===== config.mk =====
export PLATFORM = sky130hd
export DESIGN_NAME = tsl_lfsr
export DESIGN_NICKNAME = d
export VERILOG_FILES = /design/src/rtl/tsl_pkg.sv /design/src/rtl/tsl_phase_seq.sv /design/src/rtl/tsl_segment.sv /design/src/rtl/tsl_lfsr.sv
export SDC_FILE = /design/constraint.sdc
export NUM_CORES = 1
export LEC_CHECK = 0
export ABC_AREA = 1
export CAP_MARGIN = 10
export CORE_UTILIZATION = 42
export DETAILED_ROUTE_END_ITERATION = 8
export HOLD_SLACK_MARGIN = 0.05
export PLACE_DENSITY = 0.76
export SYNTH_ARGS = -nofsm -noshare
export SYNTH_HDL_FRONTEND = slang
export SYNTH_HIERARCHICAL = 1
export SYNTH_SLANG_ARGS = --single-unit

===== constraint.sdc =====
create_clock -name clk_i -period 1.7 [get_ports clk_i]
set_clock_uncertainty 0.15 [all_clocks]
set_input_delay 0.255 -clock clk_i [delete_from_list [all_inputs] [get_ports clk_i]]
set_output_delay 0.255 -clock clk_i [all_outputs]
set_load 0.03 [all_outputs]

===== src/rtl/tsl_pkg.sv =====
package tsl_pkg;
  typedef enum logic [1:0] {
    STEP_UP  = 2'd0,
    STEP_LO0 = 2'd1,
    STEP_LO1 = 2'd2,
    STEP_OUT = 2'd3
  } step_e;

  localparam int PH_UP  = 0;
  localparam int PH_LO  = 1;
  localparam int PH_OUT = 2;
  localparam int NUM_PH = 3;
endpackage


===== src/rtl/tsl_phase_seq.sv =====
module tsl_phase_seq
  import tsl_pkg::*;
(
  input  logic                clk_i,
  input  logic                rst_ni,
  input  logic                en_i,
  input  logic                load_i,
  output logic [NUM_PH-1:0]   phase_o,
  output logic                lo_commit_o,
  output step_e               step_o
);
  step_e step_q;
  logic  go;

  assign go = en_i & ~load_i;

  always_ff @(posedge clk_i or negedge rst_ni) begin
    if (!rst_ni)     step_q <= STEP_UP;
    else if (load_i) step_q <= STEP_UP;
    else if (en_i)   step_q <= step_e'(step_q + 2'd1);
  end

  always_comb begin
    phase_o         = '0;
    phase_o[PH_UP]  = go && (step_q == STEP_UP);
    phase_o[PH_LO]  = go && ((step_q == STEP_LO0) || (step_q == STEP_LO1));
    phase_o[PH_OUT] = go && (step_q == STEP_OUT);
  end

  // lower half commits on the closing cycle of its window
  assign lo_commit_o = go && (step_q == STEP_LO1);
  assign step_o      = step_q;


  phase_excl_chk: assert property (@(posedge clk_i) disable iff (!rst_ni)
    $onehot0(phase_o));

  wrap_chk: assert property (@(posedge clk_i) disable iff (!rst_ni)
    phase_o[PH_OUT] |=> (step_q == STEP_UP));

  hold_chk: assert property (@(posedge clk_i) disable iff (!rst_ni)
    (!en_i && !load_i) |=> $stable(step_q));

  restart_chk: assert property (@(posedge clk_i) disable iff (!rst_ni)
    load_i |=> (step_q == STEP_UP));
endmodule


===== src/rtl/tsl_segment.sv =====
module tsl_segment #(
  parameter int             W   = 4,
  parameter logic [W-1:0]   RST = '0
) (
  input  logic         clk_i,
  input  logic         rst_ni,
  input  logic         load_i,
  input  logic [W-1:0] load_val_i,
  input  logic         upd_i,
  input  logic         shift_in_i,
  output logic [W-1:0] q_o
);
  logic [W-1:0] q_q;

  always_ff @(posedge clk_i or negedge rst_ni) begin
    if (!rst_ni)     q_q <= RST;
    else if (load_i) q_q <= load_val_i;
    else if (upd_i)  q_q <= {q_q[W-2:0], shift_in_i};
  end

  assign q_o = q_q;


  seg_idle_chk: assert property (@(posedge clk_i) disable iff (!rst_ni)
    (!load_i && !upd_i) |=> $stable(q_o));
endmodule


===== src/rtl/tsl_lfsr.sv =====
module tsl_lfsr
  import tsl_pkg::*;
#(
  parameter int               WIDTH    = 8,
  parameter logic [WIDTH-1:0] TAPS     = 8'hB8,
  parameter logic [WIDTH-1:0] RST_SEED = 8'h91
) (
  input  logic             clk_i,
  input  logic             rst_ni,
  input  logic             en_i,
  input  logic             load_i,
  input  logic [WIDTH-1:0] seed_i,
  output logic [WIDTH-1:0] state_o,
  output logic [2:0]       phase_o,
  output logic             vld_o
);
  localparam int LO_W = WIDTH / 2;
  localparam int UP_W = WIDTH - LO_W;

  logic [NUM_PH-1:0] phase;
  logic              lo_commit;
  step_e             step;
  logic [UP_W-1:0]   up_q;
  logic [LO_W-1:0]   lo_q;
  logic              conn_q;
  logic              vld_q;
  logic              fb;

  tsl_phase_seq u_seq (
    .clk_i      (clk_i),
    .rst_ni     (rst_ni),
    .en_i       (en_i),
    .load_i     (load_i),
    .phase_o    (phase),
    .lo_commit_o(lo_commit),
    .step_o     (step)
  );

  // feedback snapshot taken while both halves still hold the old state
  assign fb = ^(state_o & TAPS);

  tsl_segment #(.W(UP_W), .RST(RST_SEED[WIDTH-1:LO_W])) u_up (
    .clk_i     (clk_i),
    .rst_ni    (rst_ni),
    .load_i    (load_i),
    .load_val_i(seed_i[WIDTH-1:LO_W]),
    .upd_i     (phase[PH_UP]),
    .shift_in_i(lo_q[LO_W-1]),
    .q_o       (up_q)
  );

  tsl_segment #(.W(LO_W), .RST(RST_SEED[LO_W-1:0])) u_lo (
    .clk_i     (clk_i),
    .rst_ni    (rst_ni),
    .load_i    (load_i),
    .load_val_i(seed_i[LO_W-1:0]),
    .upd_i     (lo_commit),
    .shift_in_i(conn_q),
    .q_o       (lo_q)
  );

  always_ff @(posedge clk_i or negedge rst_ni) begin
    if (!rst_ni) begin
      conn_q <= 1'b0;
      vld_q  <= 1'b0;
    end else if (load_i) begin
      conn_q <= 1'b0;
      vld_q  <= 1'b0;
    end else begin
      if (phase[PH_UP]) conn_q <= fb;
      vld_q <= lo_commit;
    end
  end

  assign state_o = {up_q, lo_q};
  assign phase_o = phase;
  assign vld_o   = vld_q;


  up_lo_hold_chk: assert property (@(posedge clk_i) disable iff (!rst_ni)
    (phase[PH_UP] && !load_i) |=> $stable(lo_q));

  lo_up_hold_chk: assert property (@(posedge clk_i) disable iff (!rst_ni)
    phase[PH_LO] |=> $stable(up_q));

  vld_step_chk: assert property (@(posedge clk_i) disable iff (!rst_ni)
    vld_o |-> (step == STEP_OUT));

  load_seed_chk: assert property (@(posedge clk_i) disable iff (!rst_ni)
    load_i |=> (state_o == $past(seed_i)) && !vld_o);
endmodule


-- After elaboration in Yosys (flattened, before gate mapping)
Index checks and enable logic that the tools add are counted.
- register bits: 12
- word-level logic and storage cells: 30
- output and inout bits: 12
- bits of input ports: 12
- reductions and logical operators: 10
- mux-type cells: 9
- add/sub/neg operators: 1
- equal/unequal tests: 3
- bitwise gates (word level): 2
- operator list (kind ; number):
    4-bit two-way mux ; 4
    8-bit XOR reduction ; 1
    2-bit nonzero test ; 3
    2-bit == test, second input constant ; 2
    1-bit logical AND ; 4
    2-bit two-way mux ; 2
    1-bit two-way mux ; 3
    2-bit by 1-bit adder with 2-bit output, second input constant ; 1
    2-bit by 1-bit == test with 1-bit output, second input constant ; 1
    2-bit logical NOT ; 1
    1-bit bitwise AND ; 1
    1-bit logical OR ; 1
    1-bit NOT ; 1

-- Logic depth before layout (Yosys ltp)
Gate-level depths: netlist of the first run.
- word-level depth: 5
- mapped depth: 8

-- Cells and area by module
The synthesis of the first run kept the hierarchy.
- modules (own cells, without submodules) (module ; area each (um^2) ; instances ; cells each ; seq. area each (um^2)):
    tsl_segment at u_up ; 180.2 ; 1 ; 22 ; 102.6
    tsl_segment at u_lo ; 178.9 ; 1 ; 22 ; 101.3
    tsl_phase_seq ; 157.7 ; 1 ; 23 ; 50.0
    tsl_lfsr ; 147.6 ; 1 ; 25 ; 50.0

-- Least setup slack after synthesis of the first run
OpenSTA, ideal clock, no wires.
- path kind: register to register
- start: register u_seq.step_q[0], in the netlist u_seq/step_o[0]
- end: register u_up.q_q[1], in the netlist u_up/q_o[1]
- library setup time: 125 ps
- required time: 1425 ps
- setup slack: -148 ps
- buffers on the path: 0
- stages on the path, launching flop included: 8
- arrival: 1573 ps
- cells stage by stage: dfrtp_1 > inv_1 > ha_1 > inv_1 > nor2_1 > nor2_1 > nand2_1 > nand3_1
- cells in the longest elaborated chain, start to end: 3
- ends and longest elaborated chain (element ; line ; RTL):
    start: declaration ; tsl_phase_seq.sv:12 ; step_e step_q;
    start signal: assignment ; tsl_phase_seq.sv:20 ; else if (en_i) step_q <= step_e'(step_q + 2'd1);
    2-bit logical NOT ; tsl_phase_seq.sv:25 ; phase_o[PH_UP] = go && (step_q == STEP_UP);
    1-bit logical AND ; tsl_phase_seq.sv:25 ;
    named net phase_o[0] ; tsl_lfsr.sv:14 ; output logic [2:0] phase_o,
    2-bit nonzero test (no source line) ; - ;
    end signal: assignment ; tsl_segment.sv:17 ; else if (load_i) q_q <= load_val_i;
    end signal: assignment ; tsl_segment.sv:18 ; else if (upd_i) q_q <= {q_q[W-2:0], shift_in_i};
    end: declaration ; tsl_segment.sv:13 ; logic [W-1:0] q_q;
The timed path passes the listed nets, and every way through them passes these cells.
A chain may end at the register's enable or synchronous reset.

-- Worst setup path in the final report of the first run
- start: register u_seq.step_q[0], in the netlist u_seq/step_o[0]
- end: output phase_o[1]
- cells in the longest elaborated chain, start to end: 3
- elaborated cells between the ends (all ways): 4
- ends and longest elaborated chain (element ; line ; RTL):
    2-bit by 1-bit == test with 1-bit output or 2-bit == test (tied branches) ; tsl_phase_seq.sv:26 ; phase_o[PH_LO] = go && ((step_q == STEP_LO0) || (step_q == STEP_LO1));
    1-bit logical OR * ; tsl_phase_seq.sv:26 ;
    1-bit logical AND * ; tsl_phase_seq.sv:26 ;
    end: declaration ; tsl_lfsr.sv:14 ;
Every way passes the cells marked *; elsewhere a longest branch is shown, timed or not.

==> impl_results.md, run 1 <==
- Die W: approximately 42 µm
- Pwr per Cell Area: roughly 780 nW/µm²
- Core region area: 1383 µm²
- Hold-fix buffer count after cts: 0
- Max clock buf depth: 2
- Critical path origin: u_seq/step_o[0]
- Type of the most critical hold path: in2async
- Placement Setup Slack: about 0.025 ns
- Min Tclk post-route: ~1.7 ns
- Clk Tree Root Cell: clkbuf_4
- Seq/Total Area, Yosys: 45.76%
- CP max FO: 3
- DIE AREA: 1745 µm²
- DR pass1 iterations: 3
- Initial Utilization: between 40% and 50%
- CTS tree: done
- Routed wire length: 1602 µm
- Worst setup path category: reg2out
- FF-to-FF Start: u_seq/step_o[0]
- Routed length per instance: about 11 µm
- Syn avg cell area: 7.222 µm²
- DP HPWL: 1128 µm
- Max cap viols: 0
- CTS Buf Count: 3
- Yosys warnings: 6
- Layout net count: ~150
- Share of cells above drive strength 1: roughly 24%
- Final setup vio count: 0
- Routability cong.: about 0.73
- Worst Tran Pin Value: between 0.5 and 0.6 ns
- Final Cycle Share: a little over nine tenths
- CTS H-tree depth: 1
- DRT iter0 DRCs: 14
- Initial antenna violation count: 0
- Maximum clock frequency: 601.7 MHz
- Crit. End Element: output port
- Ant diodes: 0
- First-pass GRT wire length: about 2700 µm
- Utilization after layout: 77.38%
- Syn Nets: around 110
- Seq cells post-synth: 12
- Clock transition at path regs: 0.09 ns
- Critical Path RT: between 1 and 1.5 ns
- Synthesized area: roughly 660 µm²
- CP arrival: between 1 and 1.5 ns
- Port bufs: 23
- LEAKAGE: about 0.57 nW
- Vias in the first global route: 653
- Hold slack: roughly 0.17 ns
- Io pins: 24
- Global route total overflow: 0
- DRC: 0
- Row count: 13
- Fillers: 110
- Gr usage total: 20.33%
- Clk_lat worst skew: 0.28 ns
- Largest net degree at the start of global routing: 16
- Count of cell types in the netlist: 9
- ANT nets after route: 0
- Max Slew Vio Count: 0
- Final Cell Area: about 1100 µm²
- DP Area: 968.4 µm²
- Die H: around 42 µm
- Status: finished clean
- Synth-to-layout area growth: 61.02%
- RSZ-0062 raised after global routing: true
- Number of failing hold endpoints at the final stage: 0
- Clock sink total: 12
- Synth Instances: 92
- Worst setup SP type: flop
- VDD IR-drop max: between 0.6 and 0.7 mV
- DR vias: roughly 700
- Via density: between 4 and 5
- Setup ws final: 0.03817 ns
- Slew margin rel.: roughly 63%
- Setup TNS: 0 ns
[repair_timing]
| action | CTS | global route |
|---|---|---|
| gates resized for setup | 13 | 8 |
| cloned | 0 | 0 |
| setup buffers | 2 | 2 |
| endpoints found under the setup margin | 11 | 3 |
| pin swaps | 1 | 3 |
[logic make-up (layout without fill, tap and decap cells)]
| kind of cell | Yosys count | count (layout) | synth area share, % |
|---|---|---|---|
| adder cells (fa/ha/maj) | 3 | 3 | 5.650 |
| AND/OR/NAND/NOR | 60 | 60 | 38.23 |
| buffers and inverters | 16 | 55 | 9.040 |
| XOR/XNOR | 1 | 1 | 1.319 |
| flip-flops | 12 | 12 | 45.76 |
[per-layer routing]
layer	up-vias	part of all wire (%)	track usage, %
li1	359	-	-
met1	324	47	27.35
met2	13	50	31.25
met3	2	2.6	2.609
met4	0	0.87	11.61
met5	-	0	0
[metrics by stage]
step                      std cells  total power, mW
after global routing            146           0.8815
after detailed placement        138           0.5863
after CTS                       144           0.8164
after global placement          138           0.5809
final                           146           0.8310
after floorplan                  92           0.4662
[critical path, cell delays in order, from the launching register on]
cell and delay (ns):
dfrtp_1 0.40, inv_2 0.08, ha_4 0.27, nand3_4 0.07, inv_2 0.06, buf_6 0.12
[power by group]
part	internal, mW	leakage [nW]	switching (mW)
combinational	0.115	0.401	0.149
sequential	0.316	0.146	0.0152
clock	0.130	0.0210	0.105
[cell type report]
| class | count | area (µm²) | area share (%) |
|---|---|---|---|
| inverter | 16 | 60.06 | 5.614 |
| sequential | 12 | 304.0 | 28.42 |
| multi-input combinational | 64 | 337.8 | 31.58 |
| timing repair buffer | 35 | 312.8 | 29.24 |
| tap | 15 | 18.77 | 1.754 |
| clock buffer | 4 | 36.28 | 3.392 |
[layout by cell type (no fill, tap or decap)]
cell / Yosys / routed
dfrtp_1: 9 / 9
nand2_1: 30 / 29
dlygate4sd2_1: 0 / 9
ha_1: 3 / 1
clkbuf_4: 0 / 3
nand3_4: 0 / 1
nand2_2: 0 / 1
clkbuf_8: 0 / 1
nor2_2: 2 / 2
nor2_1: 9 / 8
dfstp_2: 3 / 3
ha_2: 0 / 1
clkdlybuf4s50_1: 0 / 11
buf_6: 0 / 3
nor2_4: 0 / 1
inv_2: 0 / 3
inv_1: 16 / 13
buf_4: 0 / 12
nand3_1: 19 / 18
ha_4: 0 / 1
xnor2_1: 1 / 1
[registers in the layout (all words and copies together), names as in the netlist]
register	count
u_seq/step_o	2
u_up/q_o	4
vld_o	1
u_lo/q_o	4
conn_q	1
[final timing paths]
path / end / slack, ns / cells after the start
worst max-delay path: phase_o[1] / 0.04 / 5
worst min-delay path: u_lo/q_o[1] / 0.17 / 1
worst max register to register: u_up/q_o[2] / 0.25 / 8
worst min register to register: u_lo/q_o[0] / 0.35 / 2
max in group asynchronous: u_up/q_o[0] / 0.84 / 1
min in group clk_i: u_lo/q_o[0] / 0.35 / 2
[synth_stat cells]
master / number / area [µm²]
nand2_1: 30 / 112.6
nor2_1: 9 / 33.78
dfrtp_1: 9 / 225.2
nor2_2: 2 / 12.51
ha_1: 3 / 37.54
xnor2_1: 1 / 8.760
nand3_1: 19 / 95.09
dfstp_2: 3 / 78.83
inv_1: 16 / 60.06
(Power assumes the default switching activity.)
==> run 2: changes to the inputs <==
CORE_MARGIN = 3   (was default)
==> run 2 against run 1 <==
- hold slack better by 0.0091 ns
- critical path type unchanged
- via count rose by 0.14%
- flip-flop and latch count stayed put
- largest cell class unchanged
- register-to-register slack barely moved
- fmax rose by 1.3%
- global-route usage fell by 0.98 points
- clock power about the same
- routed wire length up 1.9%
- total power shrank 1.9%
- design area down 2.6%
- critical endpoint is now phase_o[2]
- sequential share of layout area rose by 0.75 points
==> impl_results.md, run 2 (synthesis results as in run 1) <==
- Worst setup path category: reg2out
- Max clock buf depth: 2 (unchanged)
- Core region area: 1383 µm² (unchanged)
- Setup ws final: 0.05937 ns (+0.02120 ns)
- Share of cells above drive strength 1: 20.16% (-4.3 points)
- DRT iter0 DRCs: 12 (-2)
- DR pass1 iterations: 4 (+1)
- Placement Setup Slack: 0.03496 ns (+0.009990 ns)
- Final Cycle Share: 96.51% (-1.2 points)
- Clock transition at path regs: 0.08 ns (about the same)
- Routability cong.: 0.7232 (-1.2%)
- DIE AREA: 2095 µm² (+20%)
- Routed length per instance: 11.34 µm (+3.4%)
- Gr usage total: 19.35% (-0.98 points)
- Status: finished clean
- DR vias: 699 (+0.14%)
- Maximum clock frequency: 609.5 MHz (+1.3%)
- Commonest non-fill, non-tap cell in the layout: nand2_1
- CP max FO: 2 (-1)
- Vias in the first global route: 705 (+8.0%)
- ANT nets after route: 0 (unchanged)
- CTS H-tree depth: 1 (unchanged)
- Worst setup SP type: flop
- DP HPWL: 1159 µm (+2.7%)
- Critical path cell sequence: buf_4, ha_1, inv_1, nor2_1, buf_4
- Critical Path RT: 1.29 ns (about the same)
- RSZ-0062 raised after global routing: true
- Largest net degree at the start of global routing: 16 (unchanged)
- Crit. End Element: output port
- Critical Path Most Common Cell: buf_4
- CTS Buf Count: 3 (unchanged)
- Slowest CP cell: dfrtp_1
- Placed cells: 137 (-0.72%)
- Worst Tran Pin Value: 0.5590 ns (+0.005837 ns)
- Hold slack: 0.1841 ns (+0.009138 ns)
- Most frequent cells in the layout: nand2_1, nand3_1, inv_1
- Final setup vio count: 0 (unchanged)
- Clock sink total: 12 (unchanged)
- Largest stage delay, worst path: 0.39 ns (about the same)
- Via density: 4.854 (+1.5%)
- Routed wire length: 1633 µm (+1.9%)
- Row count: 13 (unchanged)
- Io pins: 24 (unchanged)
- Ant diodes: 0 (unchanged)
- Fillers: 117 (+6.4%)
- Slew margin rel.: 62.61% (-0.39 points)
- First-pass GRT wire length: 2842 µm (+4.0%)
- Global route total overflow: 0 (unchanged)
- Die W: 45.77 µm (+9.6%)
- Clk Tree Root Cell: clkbuf_4
- Min Tclk post-route: 1.641 ns (-0.02120 ns)
- Port bufs: 23 (unchanged)
- FF-to-FF setup slack: 0.24 ns (about the same)
- Hold-fix buffer count after cts: 0 (unchanged)
- VDD IR-drop max: 0.6261 mV (+3.4%)
- Synth-to-layout area growth: 56.87%
- Number of failing hold endpoints at the final stage: 0 (unchanged)
- DRC: 0 (unchanged)
- CP arrival: 1.24 ns (-0.02 ns)
- Layout net count: 145 (-1.4%)
- Initial Utilization: 48.05% (unchanged)
- LEAKAGE: 0.5776 nW (+1.6%)
- Finished Layout Cells: 144 (-1.4%)
- Max cap viols: 0 (unchanged)
- CTS tree: done
- Clk_lat worst skew: 0.27 ns (about the same)
- Type of the most critical hold path: in2async
- Die H: 45.77 µm (+9.6%)
- Max Slew Vio Count: 0 (unchanged)
- Pwr per Cell Area: 782.4 nW/µm² (+0.72%)
- Initial antenna violation count: 0 (unchanged)
==> run 2: changes by cell type in the layout (fill, tap and decap cells not counted), sizes merged <==
cell	before	now
buf	15	13
dlygate4sd2	9	8
dlymetal6s2s	0	1
==> run 2: cell type report <==
class	count	area (µm²)	area share (%)
repair buffers	33	297.8	28.57
clock buffers	4	36.28	3.481
well taps	15	18.77	1.801
inverters	16	60.06	5.762
multi-input cells	64	325.3	31.21
flip-flops and latches	12	304.0	29.17
==> run 2: per-layer routing <==
| metal | part of all wire (%) | global-route usage (%) | vias to the layer above |
|---|---|---|---|
| met1 | 41 | 22.11 | 318 |
| met4 | 0.80 | 11.93 | 0 |
| met5 | 0 | 0 | - |
| met3 | 5.0 | 2.372 | 2 |
| li1 | - | - | 359 |
| met2 | 53 | 33.70 | 20 |
==> run 2: final timing paths <==
path                            startpoint           to  cells after the start
min reg2reg                    u_lo/q_o[0]  u_lo/q_o[0]                      2
max reg2reg                u_seq/step_o[1]  u_lo/q_o[3]                      7
min                                 rst_ni  u_lo/q_o[3]                      1
max                        u_seq/step_o[0]   phase_o[2]                      5
min in group clk_i             u_lo/q_o[0]  u_lo/q_o[0]                      2
max in group asynchronous           rst_ni  u_up/q_o[0]                      1
==> run 2: stage by stage <==
| step | power, mW | setup TNS, ns | instance area, µm² | utilization (%) |
|---|---|---|---|---|
| detailed placement | 0.5830 | 0 | 960.9 | 69.50 |
| finish | 0.8154 | 0 | 1042 | 75.38 |
| global route | 0.8663 | -0.05588 | 1042 | 75.38 |
| floorplan | 0.4662 | 0 | 666.9 | - |
| CTS | 0.8137 | 0 | 1016 | 73.48 |
| global placement | 0.5770 | 0 | 960.9 | 69.50 |
==> run 2: critical path: cells and delay by family (launching register included) <==
family	cells	cell delay (ns)
adder cells (fa/ha/maj)	1	0.18
buffers and inverters	3	0.35
flip-flops	1	0.39
AND/OR/NAND/NOR	1	0.04
==> run 2: what timing repair did <==
item                                    in CTS  in global routing
buffers inserted                             2                  1
endpoints found under the setup margin      10                  4
gates resized for setup                     12                  3
pin swaps                                    1                  1
==> run 2: where the power goes <==
group	switching [mW]	internal [mW]	total [mW]
Sequential	0.0183	0.316	0.335
Clock	0.103	0.130	0.233
Combinational	0.141	0.107	0.248
Total	0.262	0.553	0.815
